--- src/rtl/dsp_dec_pkg.sv ---
// Shared types for the instruction decoder: class codes, addressing modes
// and branch kinds. Assumes a fixed 32-bit instruction word.
package dsp_dec_pkg;
    localparam int INSN_W = 32;
    localparam int OFF_W  = 16;

    typedef enum logic [2:0] {
        CLS_TWO    = 3'd0,
        CLS_THREE  = 3'd1,
        CLS_BRANCH = 3'd2,
        CLS_PMAC   = 3'd3,
        CLS_PSTORE = 3'd4
    } cls_e;

    typedef enum logic [1:0] {
        AM_REG = 2'b00,
        AM_DIR = 2'b01,
        AM_IND = 2'b10,
        AM_IMM = 2'b11
    } amode_e;

    typedef enum logic [1:0] {
        BK_COND = 2'b00,
        BK_DEC  = 2'b01,
        BK_ABS  = 2'b10,
        BK_TRAP = 2'b11
    } brkind_e;
endpackage

--- src/rtl/dec_class_sel.sv ---
// Class selector: derives the class from a 2-bit field when bit 31 is set,
// otherwise from a 3-bit field. Purely combinational.
module dec_class_sel
    import dsp_dec_pkg::*;
(
    input  logic [INSN_W-1:0] word,
    output cls_e              cls
);
    // Pick the class from the variable-length top field.
    always_comb begin
        if (word[31]) begin
            cls = word[30] ? CLS_PSTORE : CLS_PMAC;
        end else begin
            unique case (word[30:29])
                2'b01:   cls = CLS_THREE;
                2'b11:   cls = CLS_BRANCH;
                default: cls = CLS_TWO;
            endcase
        end
    end
endmodule

--- src/rtl/dec_field_pick.sv ---
// Operand field extractor: mode, register numbers, extended immediate and
// load-data-page detection. Assumes IMM_W >= 16. Combinational.
module dec_field_pick
    import dsp_dec_pkg::*;
#(
    parameter int IMM_W = 32
) (
    input  logic [INSN_W-1:0] word,
    input  cls_e              cls,
    output logic [1:0]        mode,
    output logic [4:0]        dst,
    output logic [7:0]        src1,
    output logic [7:0]        src2,
    output logic [IMM_W-1:0]  imm,
    output logic              ldp,
    output logic [23:0]       page
);
    localparam int EXT_W = IMM_W - OFF_W;
    localparam logic [23:0] LDP_KEY = 24'h087000;

    logic is_reg_two;
    logic is_dir_two;

    // Mode and plain register fields.
    always_comb begin
        mode       = word[22:21];
        dst        = word[20:16];
        src2       = word[15:8];
        is_reg_two = (cls == CLS_TWO) && (word[22:21] == AM_REG);
        is_dir_two = (cls == CLS_TWO) && (word[22:21] == AM_DIR);
    end

    // First source: 5-bit register form or full 8-bit field.
    always_comb begin
        if (is_reg_two || cls == CLS_BRANCH) src1 = {3'b000, word[4:0]};
        else                                 src1 = word[7:0];
    end

    // Immediate: zero-extended direct address, otherwise sign-extended.
    always_comb begin
        if (is_dir_two) imm = {{EXT_W{1'b0}}, word[15:0]};
        else            imm = {{EXT_W{word[15]}}, word[15:0]};
    end

    // Load-data-page detection and page placement.
    always_comb begin
        ldp  = (word[31:8] == LDP_KEY);
        page = ldp ? {word[7:0], 16'h0000} : 24'h000000;
    end
endmodule

--- src/rtl/dec_branch_calc.sv ---
// Branch target unit: absolute, trap and PC-relative targets, delayed flag
// and decrement-and-branch register. Assumes PC_W > 16 and PC_W >= 24.
module dec_branch_calc
    import dsp_dec_pkg::*;
#(
    parameter int PC_W = 24
) (
    input  logic [INSN_W-1:0] word,
    input  logic [PC_W-1:0]   pc,
    input  cls_e              cls,
    output logic [PC_W-1:0]   target,
    output logic              delayed,
    output logic [2:0]        areg
);
    localparam int SX_W = PC_W - OFF_W;

    brkind_e         kind;
    logic            is_br;
    logic            rel_kind;
    logic [PC_W-1:0] offset;
    logic [PC_W-1:0] bump;

    // Classify the branch and prepare the offset and step.
    always_comb begin
        is_br    = (cls == CLS_BRANCH);
        kind     = brkind_e'(word[28:27]);
        rel_kind = is_br && (kind == BK_COND || kind == BK_DEC);
        delayed  = rel_kind && word[21];
        offset   = {{SX_W{word[15]}}, word[15:0]};
        bump     = delayed ? PC_W'(3) : PC_W'(1);
        areg     = (is_br && kind == BK_DEC) ? word[24:22] : 3'b000;
    end

    // Choose the target per branch kind.
    always_comb begin
        target = '0;
        if (is_br) begin
            unique case (kind)
                BK_ABS:  target = PC_W'(word[23:0]);
                BK_TRAP: target = PC_W'(word[4:0]);
                default: target = word[25] ? (pc + bump + offset) : '0;
            endcase
        end
    end
endmodule

--- src/rtl/dsp_insn_decode.sv ---
// Top level: combinational decode of one instruction word followed by one
// register stage loaded on in_valid. out_valid follows in_valid by one
// cycle; outputs hold while in_valid is low. Synchronous active-low reset.
module dsp_insn_decode
    import dsp_dec_pkg::*;
#(
    parameter int PC_W  = 24,
    parameter int IMM_W = 32
) (
    input  logic              clk,
    input  logic              rst_n,
    input  logic              in_valid,
    input  logic [31:0]       in_word,
    input  logic [PC_W-1:0]   in_pc,
    output logic              out_valid,
    output logic [2:0]        out_class,
    output logic [1:0]        out_mode,
    output logic [4:0]        out_dst,
    output logic [7:0]        out_src1,
    output logic [7:0]        out_src2,
    output logic [IMM_W-1:0]  out_imm,
    output logic [PC_W-1:0]   out_target,
    output logic              out_delayed,
    output logic [2:0]        out_areg,
    output logic              out_ldp,
    output logic [23:0]       out_page
);
    cls_e             c_cls;
    logic [1:0]       c_mode;
    logic [4:0]       c_dst;
    logic [7:0]       c_src1;
    logic [7:0]       c_src2;
    logic [IMM_W-1:0] c_imm;
    logic             c_ldp;
    logic [23:0]      c_page;
    logic [PC_W-1:0]  c_target;
    logic             c_delayed;
    logic [2:0]       c_areg;

    dec_class_sel u_cls (
        .word (in_word),
        .cls  (c_cls)
    );

    dec_field_pick #(.IMM_W(IMM_W)) u_fld (
        .word (in_word),
        .cls  (c_cls),
        .mode (c_mode),
        .dst  (c_dst),
        .src1 (c_src1),
        .src2 (c_src2),
        .imm  (c_imm),
        .ldp  (c_ldp),
        .page (c_page)
    );

    dec_branch_calc #(.PC_W(PC_W)) u_br (
        .word    (in_word),
        .pc      (in_pc),
        .cls     (c_cls),
        .target  (c_target),
        .delayed (c_delayed),
        .areg    (c_areg)
    );

    // Valid strobe delayed by one cycle.
    always_ff @(posedge clk) begin
        if (!rst_n) out_valid <= 1'b0;
        else        out_valid <= in_valid;
    end

    // Output register, loaded only for a valid input word.
    always_ff @(posedge clk) begin
        if (!rst_n) begin
            out_class   <= '0;
            out_mode    <= '0;
            out_dst     <= '0;
            out_src1    <= '0;
            out_src2    <= '0;
            out_imm     <= '0;
            out_target  <= '0;
            out_delayed <= 1'b0;
            out_areg    <= '0;
            out_ldp     <= 1'b0;
            out_page    <= '0;
        end else if (in_valid) begin
            out_class   <= c_cls;
            out_mode    <= c_mode;
            out_dst     <= c_dst;
            out_src1    <= c_src1;
            out_src2    <= c_src2;
            out_imm     <= c_imm;
            out_target  <= c_target;
            out_delayed <= c_delayed;
            out_areg    <= c_areg;
            out_ldp     <= c_ldp;
            out_page    <= c_page;
        end
    end
endmodule

--- config.mk ---
export PLATFORM = sky130hd
export DESIGN_NAME = dsp_insn_decode
export DESIGN_NICKNAME = d
export VERILOG_FILES = /design/src/rtl/dsp_dec_pkg.sv /design/src/rtl/dec_class_sel.sv /design/src/rtl/dec_field_pick.sv /design/src/rtl/dec_branch_calc.sv /design/src/rtl/dsp_insn_decode.sv
export SDC_FILE = /design/constraint.sdc
export NUM_CORES = 1
export LEC_CHECK = 0
export ABC_AREA = 1
export BUFFER_PORTS_ARGS = -buffer_cell sky130_fd_sc_hd__buf_2
export CAP_MARGIN = 30
export CORE_MARGIN = 2
export CORE_UTILIZATION = 35
export CTS_BUF_LIST = sky130_fd_sc_hd__clkbuf_2
export CTS_CLUSTER_DIAMETER = 50
export DETAILED_ROUTE_END_ITERATION = 8
export GPL_TIMING_DRIVEN = 1
export PLACE_DENSITY = 0.56
export SLEW_MARGIN = 20
export SYNTH_ARGS = -nofsm -noshare
export SYNTH_HDL_FRONTEND = slang
export SYNTH_SLANG_ARGS = --single-unit
--- constraint.sdc ---
create_clock -name clk -period 6.5 [get_ports clk]
set_input_delay 0.65 -clock clk [delete_from_list [all_inputs] [get_ports clk]]
set_output_delay 0.65 -clock clk [all_outputs]
set_load 0.02 [all_outputs]
======== Word-level counts from Yosys, hierarchy flattened ========
Index checks and enable logic that the tools add are counted.
word-level totals
  flip-flop bits (word level) ............. 112
  output and inout bits ................... 112
  word-level logic and storage cells ...... 43
  bits of input ports ..................... 59
cells by class
  eq/ne operators ......................... 8
  muxes and demuxes ....................... 11
  $add $sub $neg .......................... 2
  reductions and logical operators ........ 10
operator list
  operator                                          number
  two-way mux 24 bit                                3
  adder 24 bit                                      2
  one-hot mux 24 bit (2 select lines)               1
  two-way mux 32 bit                                1
  == test 24 x 20 -> 1 bit (second input constant)  1
  two-way mux 3 bit                                 3
  two-way mux 8 bit                                 1
  == test 2 x 1 -> 1 bit (second input constant)    3
  == test 2 bit (second input constant)             3
  logical AND 1 bit                                 5
  logical NOT 2 bit                                 2
  one-hot mux 2 bit (2 select lines)                1
  == test 3 x 2 -> 1 bit (second input constant)    1
  logical NOT 3 bit                                 1
  logical OR 1 bit                                  2
  two-way mux 2 bit                                 1

======== Longest topological paths before layout ========
Gate-level depths: netlist of the first run.
  word-level depth ........................ 12
  depth in mapped cells ................... 19
  mapped depth without buffers ............ 19

======== By module ========
Synthesis of the first run repeated with hierarchy kept, for this count alone.
second synthesis, totals
  cell total of the unflattened synthesis .. 1276
  area total of the unflattened synthesis .. 7752.4 um2
by module, submodules not included
  module           times used  cells each  seq. area each (um2)  area each (um2)
  dsp_insn_decode  1           706         2242.2                4615.7
  dec_branch_calc  1           442         0.0                   2382.3
  dec_field_pick   1           119         0.0                   719.4
  dec_class_sel    1           9           0.0                   35.0

======== Least setup slack after synthesis of the first run ========
OpenSTA, ideal clock, no wires.
  path type ............................... input -> register
  start point ............................. input in_word[30]
  end point ............................... register out_target[9]
  stages on the path ...................... 16
  slack ................................... 3.493 ns
  setup time .............................. 0.112 ns
  path buffers ............................ 0
  arrival ................................. 2.895 ns
  required time ........................... 6.388 ns
  cells stage by stage .................... inv_1 > nor3_1 > inv_1 > nor3_1 > fa_1 > ha_1 > inv_1 > fa_1 > nor2_2 > nor2_1 > o21ai_2 > or2_1 > nand3_1 > o21ai_0 > nand2_1 > nand2_1
between the ends
  cells in the longest elaborated chain, start to end .. 12
  elaborated cells on any way between the ends .. 14
  classes of those cells .................. add/sub (2); eq/ne (3); mux (7); reduce/logical (2)
RTL lines
  what                                                     line                   source
  start, declared                                          dsp_insn_decode.sv:13  input logic [31:0] in_word,
  == test 2 bit or == test 2 x 1 -> 1 bit (tied branches)  dec_class_sel.sv:14    unique case (word[30:29])
  one-hot mux 2 bit (2 select lines)                       dec_class_sel.sv:14
  two-way mux 3 bit *                                      dec_class_sel.sv:11    if (word[31]) begin
  == test 3 x 2 -> 1 bit *                                 dec_branch_calc.sv:25  is_br = (cls == CLS_BRANCH);
  logical AND 1 bit *                                      dec_branch_calc.sv:27  rel_kind = is_br && (kind == BK_COND || kind == BK_DEC);
  logical AND 1 bit *                                      dec_branch_calc.sv:28  delayed = rel_kind && word[21];
  via c_delayed                                            dsp_insn_decode.sv:37  logic c_delayed;
  two-way mux 2 bit *                                      dec_branch_calc.sv:30  bump = delayed ? PC_W'(3) : PC_W'(1);
  adder 24 bit * (2 in series)                             dec_branch_calc.sv:41  default: target = word[25] ? (pc + bump + offset) : '0;
  two-way mux 24 bit *                                     dec_branch_calc.sv:41
  one-hot mux 24 bit (2 select lines) *                    dec_branch_calc.sv:38  unique case (kind)
  two-way mux 24 bit *                                     dec_branch_calc.sv:37  if (is_br) begin
  end signal, assigned                                     dsp_insn_decode.sv:93  out_target <= c_target;
  end, declared                                            dsp_insn_decode.sv:22  output logic [PC_W-1:0] out_target,
Mark *: on every way through the listed nets, which the timed path passes. The rest lies on a longest branch.
A chain may end at the register's enable or synchronous reset.

======== Final worst setup path of the first run ========
Ends and elaborated chain as after synthesis.

==> results_dict.tcl, run 1 <==
set metrics [dict create \
    path_cells "buf_2 -> inv_1 -> nor3_1 -> inv_1 -> nor3_1 -> fa_1 -> ha_1 -> inv_1 -> fa_1 -> nor2_2 -> nor2_1 -> o21ai_2 -> or2_1 -> nand3_1 -> o21ai_0 -> nand2_1 -> nand2_1" \
    wl_per_cell_um 14.3 \
    antenna_found_initial 0 \
    track_usage_pct 20.4 \
    cts_tree "done" \
    min_period_over_period_pct 44.6 \
    drtIter0Drc 358 \
    drt_pass1_iterations 5 \
    h-tree-depth 3 \
    cts_max_path_buffers 2 \
    crit_type "in -> reg" \
    vias 4822 \
    worstHoldStart "in_word[12]" \
    tightest_slew_ns 0.775 \
    grt_setup_unrepaired "false" \
    ctsHoldBuffers 0 \
    dpl_cell_area_mm2 0.00550 \
    synthCells 735 \
    routed_wl_um 14900 \
    end_kind "register" \
    synth_cell_types 36 \
    tns_ns 0 \
    max_freq_ghz 0.345 \
    final_cell_mix "nand2_1 (281), buf_2 (154), inv_1 (100)" \
    peakVddDrop_v 0.0000846 \
    synth-edff-count 0 \
    syn-cell-area_mm2 0.00484 \
    hold_viol_final 0 \
    max_slew_margin_pct 48.2 \
    gp_congestion 0.897 \
    crit_required_ns 6.95 \
    startpoint_type "input port" \
    vias_per_cell 4.63 \
    final_antenna_net_count 0 \
    die_area_mm2 0.0148 \
    synth_flop_cell "dfxtp_1" \
    layout_commonest_cell "nand2_1" \
    timing.rr.end "out_class[1]" \
    switching_share_pct 39.3 \
    worstPathMaxFanout 4 \
    cts_buffers 9 \
    min_to "out_src2[4]" \
    initial_core_util_pct 36.3 \
    maxSlewViolCount 0 \
    nets 965 \
    post_cts_buffers 0 \
    async_flop_share_pct 0 \
    clkPwrFrac_pct 25.3 \
    holdPathStages 3 \
    netSwitchingPower_uw 410 \
    period_needed_ns 2.90 \
    arrival_ns 3.34 \
    clk_pin_slew_ns 0.22 \
    cp_common_cell "inv_1" \
    power.internal_uw 632 \
    p_comb_share_pct 32.6 \
    seqPwrFrac_pct 42.2 \
    r2r-start "out_class[1]" \
    yosys_warnings 0 \
    final.setup_skew_ns 0 \
    clock_latency_ns 0.52 \
    ys_seq_elements 68 \
    fin_util_pct 42.1 \
    grt_max_degree 44 \
    setup_slack_ns 3.60 \
    drc 0 \
    max_stage_delay_ns 0.48 \
    grt_pass1_wl_um 23200 \
    drv_cap 0 \
    critPathSlowestCell "fa_1" \
    cts_sinks 68 \
    root_buffer "clkbuf_2" \
    syn2layout_area_growth_pct 16.2 \
    final_cell_area_mm2 0.00563 \
    grt_pass1_vias 4484 \
    syn_avg_cell_area_um2 6.58 \
    fp.dieW_um 122 \
    die_h_um 122 \
    dpl_worst_slack_ns 3.06 \
    crit_family "simple AND/OR/NAND/NOR gates" \
    core_area_mm2 0.0133 \
    fillers 1494 \
    powerDensity_mw_per_mm2 185 \
    cts_resized 0 \
    setup_viol 0 \
    reg2reg_depth 2 \
    dp.cells 1025 \
    path_buf_inv 4 \
    min_path_type "in -> reg" \
    overflow 0 \
    run_status "finished clean" \
    synth_seq_area_share_pct 28.1 \
    p_leak_uw 0.00330 \
    placementRows 42 \
    ioPinCount 171 \
    final_cells 1042 \
    dp_hpwl_um 12100 \
    port_buffers 154 \
    drive_above_1_share_pct 23.2 \
    reg2reg_slack_ns 5.67 \
]
cell usage after synthesis (8+ instances only):
library cell  count  area share, %
dfxtp_1          68             28
o21ai_0          30            3.1
o31ai_1           8            1.2
ha_1             44             11
nor2_1           32            2.5
a21oi_1          13            1.3
nand3_1          29            3.0
inv_1           100            7.8
buf_4            46            7.1
nand2_1         281             22
routing by layer:
layer  vias to the layer above  wire length, um  track usage, %
met5                         -                0               0
met4                         0              201            4.89
met3                        12              705            3.60
met2                       148             6670            32.5
met1                      2153             7350            28.7
li1                       2509                -               -
worst reg2reg max path, stage by stage (launching register included):
cell      delay, ns
dfxtp_1        0.37
a221oi_1       0.32
nor2_1         0.06
cells by family (layout without fill, tap and decap cells):
group	after synthesis	in the layout	share of synthesized area, %
simple gates	382	382	33.3
buf+inv	161	276	16.4
compound gates	75	75	9.54
xor+xnor	2	2	0.362
flops	68	68	28.1
fa+ha+maj	46	46	12.2
other cells	1	17	0.0775
worst max-delay path by stage:
stage,startpoint,endpoint,cells past startpoint
3_5_place_dp,in_word[30],out_target[9],17
2_1_floorplan,in_word[30],out_target[9],16
5_1_grt,in_word[30],out_target[9],17
6_report,in_word[30],out_target[9],17
4_1_cts,in_word[30],out_target[9],17
3_3_place_gp,in_word[31],out_target[9],16
sequential cells by signal, indices dropped and copies added, names as in the netlist:
| register | count |
|---|---|
| out_target | 24 |
| out_page | 8 |
| out_src1 | 8 |
| out_src2 | 7 |
| out_dst | 5 |
| out_imm | 5 |
| out_areg | 3 |
| out_class | 3 |
| out_mode | 2 |
| out_delayed | 1 |
| out_ldp | 1 |
| out_valid | 1 |
layout make-up:
| cell class | instances | area [um^2] | area share [%] |
|---|---|---|---|
| Clock inverter | 7 | 73.8 | 1.31 |
| Antenna cell | 1 | 2.50 | 0.0445 |
| Inverter | 104 | 390 | 6.94 |
| Clock buffer | 9 | 45.0 | 0.801 |
| Sequential cell | 68 | 1360 | 24.2 |
| Multi-Input combinational cell | 521 | 2750 | 48.8 |
| Tap cell | 176 | 220 | 3.91 |
| Timing Repair Buffer | 156 | 786 | 14.0 |
through the flow:
| step | hold WS (ns) | power [uW] |
|---|---|---|
| 2_1_floorplan | 0.523 | 699 |
| 3_3_place_gp | 0.425 | 785 |
| 3_5_place_dp | 0.435 | 785 |
| 4_1_cts | 0.336 | 1050 |
| 5_1_grt | 0.328 | 1110 |
| 6_report | 0.360 | 1040 |
power groups by stage:
stage	Combinational [uW]	Clock, uW	Sequential, uW
after global routing	381	286	442
final	340	263	439
after global placement	338	0	447
after floorplan	236	0	463
after detailed placement	338	0	448
after CTS	340	269	439
Note: power is estimated with default switching activity, not from simulation.
==> run 2, diff against run 1 <==
- clock period: 6.5 -> 2.8 ns (I/O delays scaled with it)
==> results_dict.tcl, run 2 (synthesis gave the netlist of run 1 again) <==
set metrics [dict create \
    hold_viol_final 0 \
    nets 991 \
    max_slew_margin_pct 58.0 \
    fin_worst_hold_slack_ns 0.0656 \
    setup_slack_ns 0.198 \
    h-tree-depth 3 \
    setup_viol 0 \
    fillers 1514 \
    clk_pin_slew_ns 0.19 \
    drc 0 \
    post_cts_buffers 0 \
    vias_per_cell 4.54 \
    crit_required_ns 3.25 \
    grt_setup_unrepaired "false" \
    layout_commonest_cell "nand2_1" \
    die_h_um 122 \
    startpoint_type "input port" \
    min_path_type "in -> reg" \
    cts_sinks 68 \
    clock_latency_ns 0.53 \
    gp_congestion 0.898 \
    period_needed_ns 2.60 \
    drt_pass1_iterations 5 \
    grt_pass1_vias 4557 \
    cp_common_cell "nand2_1" \
    routed_wl_um 14900 \
    cts_max_path_buffers 2 \
    initial_core_util_pct 36.3 \
    grt_pass1_wl_um 23200 \
    tightest_slew_ns 0.628 \
    cts_buffers 9 \
    ctsHoldBuffers 9 \
    die_area_mm2 0.0148 \
    core_area_mm2 0.0133 \
    track_usage_pct 20.4 \
    largest_reg_flops 24 \
    worstPathMaxFanout 4 \
    cts_tree "done" \
    p_leak_uw 0.00341 \
    dpl_worst_slack_ns -0.154 \
    crit_type "in -> reg" \
    grt_max_degree 39 \
    final_cell_mix "nand2_1 (281), buf_2 (154), inv_1 (100)" \
    root_buffer "clkbuf_2" \
    drtIter0Drc 311 \
    critPathSlowestCell "dlygate4sd3_1" \
    final_antenna_net_count 0 \
    antenna_cells 0 \
    ioPinCount 171 \
    final.setup_skew_ns 0 \
    syn2layout_area_growth_pct 21.2 \
    vias 4846 \
    powerDensity_mw_per_mm2 418 \
    wl_per_cell_um 13.9 \
    drv_cap 0 \
    placementRows 42 \
    run_status "finished clean" \
    max_freq_ghz 0.384 \
    top_register "out_target" \
    min_period_over_period_pct 92.9 \
    reg.largest.list "out_target (24), out_page (8), out_src1 (8)" \
    drive_above_1_share_pct 24.0 \
    path_cells "dlygate4sd3_1 -> buf_2 -> fa_1 -> ha_1 -> inv_1 -> fa_1 -> nor2_2 -> nor2_1 -> o21ai_2 -> nand2_1 -> nand2_1 -> nand2_1 -> nand3_1 -> nand2_1 -> nand2_1 -> nand2_1" \
    tns_ns 0 \
    peakVddDrop_v 0.000215 \
    fp.dieW_um 122 \
    cts_resized 0 \
    maxSlewViolCount 0 \
    dp_hpwl_um 12100 \
    antenna_found_initial 0 \
    arrival_ns 3.05 \
    multi_input_comb_area_mm2 0.00275 \
    end_kind "register" \
    port_buffers 154 \
    finalPower_uw 2450 \
    max_stage_delay_ns 0.53 \
    seq_area_mm2 0.00136 \
    fin_util_pct 43.9 \
    overflow 0 \
]
[run 2: cell count changes in the layout (fill, tap and decap cells not counted)]
cell	previous run	this run
buf_4	2	14
dlygate4sd3_1	0	13
inv_6	2	1
clkinv_2	2	1
buf_12	0	1
clkinvlp_4	1	3
diode_2	1	0
[run 2: area by class of cell]
cell class,count,share of cell area (%)
tap,176,3.76
inverter,104,6.66
clock inverter,7,1.28
multi-input combinational,521,46.8
timing repair buffer,182,17.5
clock buffer,9,0.768
sequential,68,23.2
[run 2: metrics by stage]
step                      cells  instance area (um^2)
after floorplan             750                  4900
after global placement     1038                  5610
after detailed placement   1038                  5610
after CTS                  1063                  5820
after global routing       1067                  5860
final                      1067                  5860
[run 2: path summary, 6_finish.rpt]
path	startpoint	endpoint	slack, ns	cells after the start
max	in_word[1]	out_target[13]	0.20	16
min	in_word[14]	out_src2[6]	0.07	3
min reg2reg	out_dst[3]	out_dst[3]	0.46	2
max reg2reg	out_imm[30]	out_imm[30]	2.00	2
[run 2: where the power goes]
group / switching, uW / total, uW / internal [uW]
Clock: 401 / 609 / 208
Sequential: 19.6 / 1020 / 1000
Combinational: 533 / 822 / 289
Total: 954 / 2450 / 1500
[run 2: worst max-delay path: cells and delay by family]
kind                     cells  cell delay (ns)
buffers and inverters        3             0.73
adder cells (fa/ha/maj)      3             1.09
AND/OR/NAND/NOR              9             0.76
AO/OA/AOI/OAI                1             0.19
[run 2: per-layer routing]
metal | track usage, % | share of wire (%) | vias to the layer above
li1 | - | - | 2565
met1 | 27.3 | 48 | 2126
met2 | 33.1 | 45 | 141
met3 | 5.20 | 5.7 | 14
met4 | 5.03 | 1.5 | 0
met5 | 0 | 0 | -
==> run 3, diff against run 2 <==
- CORE_MARGIN: 2 -> 3
- SKIP_CTS_REPAIR_TIMING: default -> 1
==> results_dict.tcl, run 3 (synthesis gave the netlist of run 1 again) <==
set metrics [dict create \
    run_status "finished clean" \
    final_cell_mix "nand2_1 (281), buf_2 (154), inv_1 (100)" \
    grt_pass1_vias 4507 \
    period_needed_ns 2.47 \
    syn2layout_area_growth_pct 18.4 \
    grt_setup_unrepaired "false" \
    nets 976 \
    port_buffers 154 \
    r2r-start "out_class[1]" \
    cts_max_path_buffers 2 \
    max_slew_margin_pct 42.7 \
    multi_input_comb_area_mm2 0.00275 \
    clock_latency_ns 0.50 \
    grt_pass1_wl_um 23100 \
    drt_pass1_iterations 5 \
    min_period_over_period_pct 88.2 \
    wl_per_cell_um 14.3 \
    max_freq_ghz 0.405 \
    largest_reg_flops 24 \
    startpoint_type "input port" \
    dp.cells 1036 \
    drive_above_1_share_pct 24.1 \
    dp_hpwl_um 12500 \
    final_antenna_net_count 0 \
    critPathLaunch "in_word[30]" \
    top_register "out_target" \
    reg2reg_slack_ns 2.00 \
    drc 0 \
    p_leak_uw 0.00336 \
    track_usage_pct 19.5 \
    vias 4900 \
    placementRows 42 \
    clk_pin_slew_ns 0.18 \
    layout_commonest_cell "nand2_1" \
    arrival_ns 2.88 \
    crit_type "in -> reg" \
    drv_cap 0 \
    final_cell_area_mm2 0.00573 \
    final_cells 1052 \
    seq_area_mm2 0.00136 \
    antenna_found_initial 0 \
    initial_core_util_pct 36.1 \
    fp.dieW_um 124 \
    reg.largest.list "out_target (24), out_page (8), out_src1 (8)" \
    tightest_slew_ns 0.856 \
    final.setup_skew_ns 0 \
    grt_max_degree 41 \
    min_path_type "in -> reg" \
    die_h_um 124 \
    h-tree-depth 3 \
    max_stage_delay_ns 0.40 \
    drtIter0Drc 260 \
    overflow 0 \
    critPathSlowestCell "fa_1" \
    crit_required_ns 3.21 \
    fillers 1487 \
    cts_sinks 68 \
    path_buf_inv 5 \
    gp_congestion 0.928 \
    path_cells "buf_2 -> inv_1 -> nor3_1 -> inv_1 -> nor3_1 -> buf_4 -> fa_1 -> ha_1 -> inv_1 -> fa_1 -> nor2_2 -> nor2_1 -> o21ai_2 -> or2_1 -> nand3_1 -> o21ai_0 -> nand2_1 -> nand2_1" \
    ioPinCount 171 \
    routed_wl_um 15000 \
    end_kind "register" \
    root_buffer "clkbuf_2" \
    powerDensity_mw_per_mm2 432 \
    worstPathMaxFanout 4 \
    crit_family "simple AND/OR/NAND/NOR gates" \
    core_area_mm2 0.0134 \
    cts_buffers 9 \
    hold_viol_final 0 \
    vias_per_cell 4.66 \
    worstHoldStart "in_word[24]" \
    setup_viol 0 \
    dpl_cell_area_mm2 0.00560 \
    die_area_mm2 0.0153 \
    cp_common_cell "inv_1" \
    cts_tree "done" \
    peakVddDrop_v 0.000157 \
    maxSlewViolCount 0 \
]
==> run 3: cell count changes in the layout (fill, tap and decap cells not counted), sizes merged <==
cell         change
clkbuf           +1
diode            +1
dlygate4sd3     -13
buf              -2
clkinvlp         -2
bufinv           +1
inv              -1
==> run 3: path summary, 6_finish.rpt <==
kind	to	depth (start not counted)
setup / recovery	out_target[9]	18
hold / removal	out_areg[2]	3
setup reg to reg	out_class[1]	2
hold reg to reg	out_dst[3]	2
==> run 3: layer usage <==
| layer | GRT usage, % | share of wire [%] | vias up |
|---|---|---|---|
| met3 | 3.22 | 7.5 | 22 |
| li1 | - | - | 2534 |
| met2 | 32.1 | 46 | 158 |
| met5 | 0 | 0 | - |
| met1 | 26.1 | 45 | 2186 |
| met4 | 6.16 | 2.1 | 0 |
==> run 3: final cells by class <==
cell class                 instances  area share, %
antenna                            1         0.0437
clock buffer                      10          0.874
clock inverter                     5           1.35
inverter                         104           6.81
multi-input combinational        521           47.9
sequential                        68           23.8
tap                              176           3.84
timing repair buffer             167           15.4
==> run 3: through the flow <==
stage / power (uW) / setup WS (ns) / utilization, % / hold slack (ns) / setup TNS, ns
5_1_grt: 2650 / 0.110 / 42.7 / 0.0109 / 0
6_report: 2470 / 0.330 / 42.8 / 0.0514 / 0
2_1_floorplan: 1620 / 0.163 / - / 0.390 / 0
3_5_place_dp: 1850 / -0.128 / 41.8 / 0.427 / -0.649
4_1_cts: 2500 / 0.375 / 42.7 / -0.00576 / 0
3_3_place_gp: 1850 / -0.118 / 41.8 / 0.427 / -0.529
==> run 3: worst register-to-register path, stage by stage (launching register included) <==
cell and delay, ns:
dfxtp_1 0.36, a221oi_1 0.30, nor2_1 0.06
==> run 3: where the power goes <==
part	internal [uW]	total [uW]	switching [uW]
clock network	291	643	351
logic	275	812	538
registers	999	1020	18.9
